[config.mk]
export PLATFORM = sky130hd
export DESIGN_NAME = casc_counter
export DESIGN_NICKNAME = d
export VERILOG_FILES = /design/src/rtl/casc_counter_pkg.sv /design/src/rtl/casc_counter_ctrl.sv /design/src/rtl/casc_counter_dp.sv /design/src/rtl/casc_counter.sv
export SDC_FILE = /design/constraint.sdc
export NUM_CORES = 1
export LEC_CHECK = 0
export ABC_AREA = 1
export BUFFER_PORTS_ARGS = -buffer_cell sky130_fd_sc_hd__buf_2
export CAP_MARGIN = 20
export CORE_AREA = 2 2 39 41
export CTS_CLUSTER_DIAMETER = 100
export CTS_CLUSTER_SIZE = 28
export DETAILED_ROUTE_END_ITERATION = 7
export DIE_AREA = 0 0 41 43
export PLACE_DENSITY = 0.48
export SKIP_CTS_REPAIR_TIMING = 1
export SLEW_MARGIN = 20
export SYNTH_ARGS = -nofsm -noshare
export SYNTH_HDL_FRONTEND = slang
export SYNTH_SLANG_ARGS = --single-unit
[constraint.sdc]
create_clock -name clk -period 2.8 [get_ports clk]
set_input_delay 0.42 -clock clk [delete_from_list [all_inputs] [get_ports clk]]
set_output_delay 0.42 -clock clk [all_outputs]
set_load 0.05 [all_outputs]
[src/rtl/casc_counter_pkg.sv]
package casc_counter_pkg;

  // Strobes from the control decode to the datapath register.
  typedef struct packed {
    logic doClear;
    logic doLoad;
    logic doInc;
  } ctrlStrobe_t;

  typedef enum logic [1:0] {
    OP_CLEAR = 2'd0,
    OP_LOAD  = 2'd1,
    OP_COUNT = 2'd2,
    OP_HOLD  = 2'd3
  } counterOp_e;

endpackage

[src/rtl/casc_counter_ctrl.sv]
module casc_counter_ctrl
  import casc_counter_pkg::*;
(
  input  logic        clearN,
  input  logic        loadN,
  input  logic        enP,
  input  logic        enT,
  output ctrlStrobe_t strobe
);

  counterOp_e op;

  // Fixed priority: clear, load, count, hold.
  always_comb begin
    if (!clearN)          op = OP_CLEAR;
    else if (!loadN)      op = OP_LOAD;
    else if (enP && enT)  op = OP_COUNT;
    else                  op = OP_HOLD;
  end

  always_comb begin
    strobe         = '0;
    strobe.doClear = (op == OP_CLEAR);
    strobe.doLoad  = (op == OP_LOAD);
    strobe.doInc   = (op == OP_COUNT);
  end

endmodule

[src/rtl/casc_counter_dp.sv]
module casc_counter_dp
  import casc_counter_pkg::*;
#(
  parameter int WIDTH       = 4,
  parameter bit ASYNC_CLEAR = 1'b0
) (
  input  logic             clk,
  input  logic             asyncClrN,
  input  ctrlStrobe_t      strobe,
  input  logic [WIDTH-1:0] dataIn,
  input  logic             enT,
  output logic [WIDTH-1:0] count,
  output logic             carryOut
);

  localparam logic [WIDTH-1:0] TERMINAL = {WIDTH{1'b1}};
  localparam logic [WIDTH-1:0] ONE      = {{(WIDTH-1){1'b0}}, 1'b1};

  logic [WIDTH-1:0] cntQ;
  logic [WIDTH-1:0] cntNext;

  always_comb begin
    cntNext = cntQ;
    if (strobe.doClear)     cntNext = '0;
    else if (strobe.doLoad) cntNext = dataIn;
    else if (strobe.doInc)  cntNext = cntQ + ONE;
  end

  generate
    if (ASYNC_CLEAR) begin : g_asyncClr
      always_ff @(posedge clk or negedge asyncClrN) begin
        if (!asyncClrN) cntQ <= '0;
        else            cntQ <= cntNext;
      end
    end else begin : g_syncClr
      // asyncClrN is tied high by the top in this variant.
      always_ff @(posedge clk) begin
        if (!asyncClrN) cntQ <= '0;
        else            cntQ <= cntNext;
      end
    end
  endgenerate

  assign count    = cntQ;
  assign carryOut = enT & (cntQ == TERMINAL);

endmodule

[src/rtl/casc_counter.sv]
module casc_counter
  import casc_counter_pkg::*;
#(
  parameter int WIDTH       = 4,
  parameter bit ASYNC_CLEAR = 1'b0
) (
  input  logic             clk,
  input  logic             clearN,
  input  logic             loadN,
  input  logic             enP,
  input  logic             enT,
  input  logic [WIDTH-1:0] dataIn,
  output logic [WIDTH-1:0] count,
  output logic             carryOut
);

  ctrlStrobe_t strobe;
  logic        asyncClrN;

  generate
    if (ASYNC_CLEAR) begin : g_clrPath
      assign asyncClrN = clearN;
    end else begin : g_noClrPath
      assign asyncClrN = 1'b1;
    end
  endgenerate

  casc_counter_ctrl u_ctrl (
    .clearN (clearN),
    .loadN  (loadN),
    .enP    (enP),
    .enT    (enT),
    .strobe (strobe)
  );

  casc_counter_dp #(
    .WIDTH       (WIDTH),
    .ASYNC_CLEAR (ASYNC_CLEAR)
  ) u_dp (
    .clk       (clk),
    .asyncClrN (asyncClrN),
    .strobe    (strobe),
    .dataIn    (dataIn),
    .enT       (enT),
    .count     (count),
    .carryOut  (carryOut)
  );

endmodule

==> results by group, run 1 <==
Min path
  • HP Class: input pin to flop
  • Min-delay src: dataIn[0]
  • Hold Crit Endpoint: u_dp.count[0]
  • Worst Hold Depth: 3

Routing
  • Routed WL per cell: 8.653 um
  • ANT nets after route: 0
  • Routed WL: 649 um
  • Vias per Instance: 4.147
  • Post-route DRC: 0
  • Via count: 311
  • DRT Pass-1 Iters: 3
  • DRT iter0 DRCs: 4

Synthesis
  • Post-synthesis net count: 54
  • Synth Area per Inst: 6.431 um^2
  • Post-synthesis sequential area ratio: 0.2896
  • Post-synthesis cell type count: 14
  • Top-area cell type share of the netlist area: 0.2896
  • YS warnings: 0
  • Synth area leader: dfxtp_1
  • Post-Syn Area: 276.5 um^2
  • Flops & latches, synth: 4
  • Synth top area cells: dfxtp_1 (29%), nand2_1 (16%), ha_1 (9.0%)
  • Cells after Synth: 43

Clocking
  • CTS max path bufs: 2
  • Root buffer cell: clkbuf_4
  • CTS Buf Count: 3
  • Number of clock sinks: 4
  • H-tree depth: 1
  • CTS tree: built
  • Worst skew pair latency: 0.24 ns
  • Clk slew on worst S/H paths: 0.04 ns

Die
  • Die Area: 1763 um^2
  • Die Y-Extent: 43 um
  • Std-Cell Rows: 14
  • Core ar.: 1384 um^2
  • Ports: 14
  • Starting density of the core: 0.1998
  • Die width: 41 um

Finish
  • Layout area overhead: 38.91%
  • Non-Filler Instances: 75
  • Multi-input gate area: 166.4 um^2
  • Layout cell share with drive strength beyond 1: 0.3390
  • Layout Nets: 72
  • Max reg flops: 4
  • Antenna cells: 0
  • Post-Layout Inst Area: 384.1 um^2
  • Filler cells: 172
  • FF+latch area: 80.08 um^2

Timing
  • Minimum clock period: 1.698 ns
  • Period Utilization, post-route: 0.6065
  • Maximum achievable frequency: 0.5889 GHz
  • Final Hold Fails: 0
  • Setup_tns: 0 ns
  • Worst slew pin tran: 0.2475 ns
  • Worst Skew: 0.003539 ns
  • RSZ-0062 raised after global routing: false
  • Worst relative slew slack: 0.8361
  • Final Slew Violations: 0
  • Final setup fails: 0

GRT
  • GRT Total Usage: 0.09428
  • Global-route wire length before repair: 1110 um
  • Global route overflow: 0
  • Largest net degree at the start of global routing: 9
  • Initial antenna violation count: 0
  • Via count of the first global-routing pass: 287

Placement
  • Hpwl dp: 542.1 um
  • GPL Wtd Cong: 0.7287
  • Inst Count DP: 72
  • Port Buffer Count: 13
  • Post-DP Area: 361.6 um^2

Worst setup path
  • Worst r2r src: u_dp.count[0]
  • FF-to-FF End: u_dp.count[1]
  • R2R setup slack: 1.74 ns
  • Worst EP arrival: 1.28 ns
  • Crit Path Max Fanout: 6
  • Crit path kind: flop to primary output
  • Reg2Reg Depth: 5
  • WP data required: 2.38 ns
  • Crit end category: primary output
  • Critical Path Max Stage Delay: 0.41 ns
  • Worst path cell trace: ha_1, nand2_1, nor2_1, buf_2
  • Buf/Inv on CP: 1
  • CP delay by family, top: flip-flops
  • Slowest cell on the critical path: dfxtp_1
  • CP startpoint kind: flop

Power
  • Leakage: 0.0002071 uW
  • Worst vdd ir: 0.2616 mV
  • Power per Cell Area: 598.9 nW/um^2

Outcome
  • Status: finished clean

Flow run
  • Maximum capacitance violations: 0
worst reg2reg max path, stage by stage (launching register included):
cell	delay (ns)
dfxtp_1	0.41
ha_1	0.26
nand2_1	0.07
nand3_1	0.07
o211ai_1	0.09
inv_1	0.06
synth_stat cells:
master / instances
nand4_1: 1
o21ai_1: 1
o211ai_1: 1
nand2_4: 1
o21ai_0: 3
nor2_1: 2
dfxtp_1: 4
a21oi_1: 3
inv_2: 2
nand2_1: 12
inv_1: 6
ha_1: 2
nand3_1: 4
a21oi_2: 1
cell type report:
class | instances | share of cell area
multi-input cells | 31 | 0.4332
flip-flops and latches | 4 | 0.2085
repair buffers | 13 | 0.1694
inverters | 8 | 0.07818
clock buffers | 3 | 0.05863
well taps | 16 | 0.05212
power by group:
part	switching [uW]	internal (uW)
registers	11.1	65.7
logic	55.2	25.1
clock network	24.8	48.0
total	91.1	139
layer usage:
metal | vias up | part of all wire | GRT usage
met5 | - | 0 | 0
met4 | 0 | 0 | 0.06000
met3 | 0 | 0.014 | 0.03141
met2 | 3 | 0.56 | 0.1438
met1 | 135 | 0.42 | 0.1058
li1 | 173 | - | -
through the flow:
stage	utilization	setup WS, ns	hold slack (ns)	power [uW]
finish	0.2776	1.102	0.4787	230.0
detailed placement	0.2613	1.280	0.5354	159.0
global route	0.2776	1.021	0.5167	245.7
global placement	0.2613	1.307	0.5340	158.3
floorplan	-	0.6922	0.6195	135.8
CTS	0.2776	1.074	0.4813	235.5
cells in the final DEF, fill, tap and decap left out, drive strengths merged:
| master | Yosys | layout |
|---|---|---|
| buf | 0 | 13 |
| dfxtp | 4 | 4 |
| nand4 | 1 | 1 |
| a21oi | 4 | 4 |
| inv | 8 | 8 |
| o21ai | 4 | 4 |
| ha | 2 | 2 |
| nand2 | 13 | 13 |
| clkbuf | 0 | 3 |
| o211ai | 1 | 1 |
| nor2 | 2 | 2 |
| nand3 | 4 | 4 |
worst max path at each step:
| stage | start | to | slack, ns | cells after the start |
|---|---|---|---|---|
| floorplan | u_dp.count[0] | carryOut | 0.69 | 3 |
| global placement | loadN | u_dp.count[2] | 1.31 | 8 |
| detailed placement | loadN | u_dp.count[2] | 1.28 | 8 |
| CTS | u_dp.count[0] | carryOut | 1.07 | 4 |
| global route | u_dp.count[0] | carryOut | 1.02 | 4 |
| finish | u_dp.count[0] | carryOut | 1.10 | 4 |
kinds of logic after synthesis:
group | after synthesis | share of synthesized area
and+or+nand+nor | 20 | 0.3258
adders and majority gates | 2 | 0.09048
buffers and inverters | 8 | 0.1086
DFF | 4 | 0.2896
AOI/OAI and AO/OA | 9 | 0.1855
Note: power is estimated with default switching activity, not from simulation.
==> inputs of run 2 (changes only) <==
==> constraint.sdc (replaced) <==
create_clock -name clk -period 1.6 [get_ports clk]
set_input_delay 0.24 -clock clk [delete_from_list [all_inputs] [get_ports clk]]
set_output_delay 0.24 -clock clk [all_outputs]
set_load 0.05 [all_outputs]
==> run 2 against run 1 <==
  * Final area rose by 2.9%
  * Global-route usage fell by 1.5 points
  * Via count rose by 2.9%
  * Utilization rose by 0.81 points
  * Power rose by 73%
  * Non-clock buffer count did not move
  * Hold slack got worse by 0.17 ns
  * Combinational power rose by 76%
  * Flip-flop and latch count did not move
  * Largest cell class unchanged
==> results by group, run 2 (synthesized netlist as in run 1, its figures left out) <==
Power
  • Leakage: 0.0002067 uW
  • Power per Cell Area: 1007 nW/um^2
  • Worst vdd ir: 0.3586 mV
  • Total power: 398.3 uW

Finish
  • Antenna cells: 0
  • Layout area overhead: 42.99%
  • Layout cell share with drive strength beyond 1: 0.3729
  • Layout Nets: 72
  • Max reg flops: 4
  • Most frequent cells in the layout: nand2_1 (12), buf_2 (12), inv_1 (6), nand3_1 (4), clkbuf_4 (4)
  • Post-Layout Inst Area: 395.4 um^2

Routing
  • Post-route DRC: 0
  • DRT Pass-1 Iters: 4
  • Via count: 320
  • ANT nets after route: 0
  • Vias per Instance: 4.267
  • Routed WL: 646 um
  • DRT iter0 DRCs: 4
  • Routed WL per cell: 8.613 um

Worst setup path
  • Worst EP arrival: 1.25 ns
  • R2R setup slack: 0.58 ns
  • Crit end category: primary output
  • FF-to-FF End: u_dp.count[1]
  • Reg2Reg Depth: 5
  • WP data required: 1.36 ns
  • Worst r2r src: u_dp.count[1]
  • CP startpoint kind: flop
  • Crit path kind: flop to primary output
  • Crit Path Max Fanout: 5

Min path
  • Worst Hold Depth: 3
  • Hold Crit Endpoint: u_dp.count[0]
  • HP Class: input pin to flop
  • Min-delay src: dataIn[0]

GRT
  • Via count of the first global-routing pass: 263
  • Initial antenna violation count: 0
  • Largest net degree at the start of global routing: 9
  • Global route overflow: 0
  • Global-route wire length before repair: 924 um
  • GRT Total Usage: 0.07916

Placement
  • Post-DP Area: 369.1 um^2
  • Hpwl dp: 532.2 um
  • Port Buffer Count: 13
  • GPL Wtd Cong: 0.6526

Die
  • Ports: 14
  • Starting density of the core: 0.1998
  • Core ar.: 1384 um^2
  • Die Y-Extent: 43 um
  • Die width: 41 um
  • Die Area: 1763 um^2
  • Std-Cell Rows: 14

Clocking
  • CTS tree: built
  • H-tree depth: 1
  • CTS max path bufs: 2
  • CTS Buf Count: 3
  • Clk slew on worst S/H paths: 0.03 ns
  • Worst skew pair latency: 0.23 ns
  • Root buffer cell: clkbuf_4
  • Number of clock sinks: 4

Timing
  • Worst slew pin tran: 0.2501 ns
  • Setup_tns: 0 ns
  • Hold_ws: 0.3123 ns
  • Worst relative slew slack: 0.8344
  • Worst Skew: 0.002660 ns
  • Final setup fails: 0
  • RSZ-0062 raised after global routing: false
  • Minimum clock period: 1.486 ns
  • Final Hold Fails: 0
  • Maximum achievable frequency: 0.6731 GHz
  • Final Slew Violations: 0
  • Period Utilization, post-route: 0.9286

Flow run
  • Maximum capacitance violations: 0

Outcome
  • Status: finished clean
[run 2: changes by cell type in the layout (fill, tap and decap cells not counted), sizes merged]
cell and delta:
clkbuf +1, buf -1
[run 2: where the power goes]
part           internal [uW]  switching (uW)
registers                116            19.5
logic                   44.0            97.2
clock network           83.7            37.8
total                    244             154
[run 2: worst max path at each step]
| stage | from | endpoint | cells after the start |
|---|---|---|---|
| 4_1_cts | u_dp.count[0] | carryOut | 4 |
| 3_3_place_gp | loadN | u_dp.count[2] | 8 |
| 2_1_floorplan | u_dp.count[0] | carryOut | 3 |
| 5_1_grt | u_dp.count[1] | carryOut | 4 |
| 6_report | u_dp.count[1] | carryOut | 4 |
| 3_5_place_dp | u_dp.count[0] | carryOut | 4 |
[run 2: layout make-up]
cell class                      count  area, um^2
Tap cell                           16       20.02
Sequential cell                     4       81.33
Inverter                            8       30.03
Multi-Input combinational cell     31       173.9
Fill cell                         163       988.4
Clock buffer                        3       22.52
Timing Repair Buffer               13       67.56
[run 2: worst max-delay path, cell delays in order (launching register included)]
cell	delay, ns
dfxtp_1	0.38
ha_1	0.19
nand2_1	0.11
nor2_4	0.11
clkbuf_4	0.22
[run 2: layer usage]
metal | GRT usage | up-vias | share of wire
met5 | 0 | - | 0
met4 | 0.02000 | 0 | 0
met3 | 0.06283 | 0 | 0.088
met2 | 0.1250 | 13 | 0.46
met1 | 0.07668 | 135 | 0.46
li1 | - | 172 | -
[run 2: per-stage QoR]
stage                     setup slack, ns    util  instances
after floorplan                  0.005701       -         43
after global placement             0.2937  0.2667         72
after detailed placement           0.2845  0.2667         72
after CTS                         0.01838  0.2830         75
after global routing            0.0001398  0.2857         75
final                              0.1143  0.2857         75
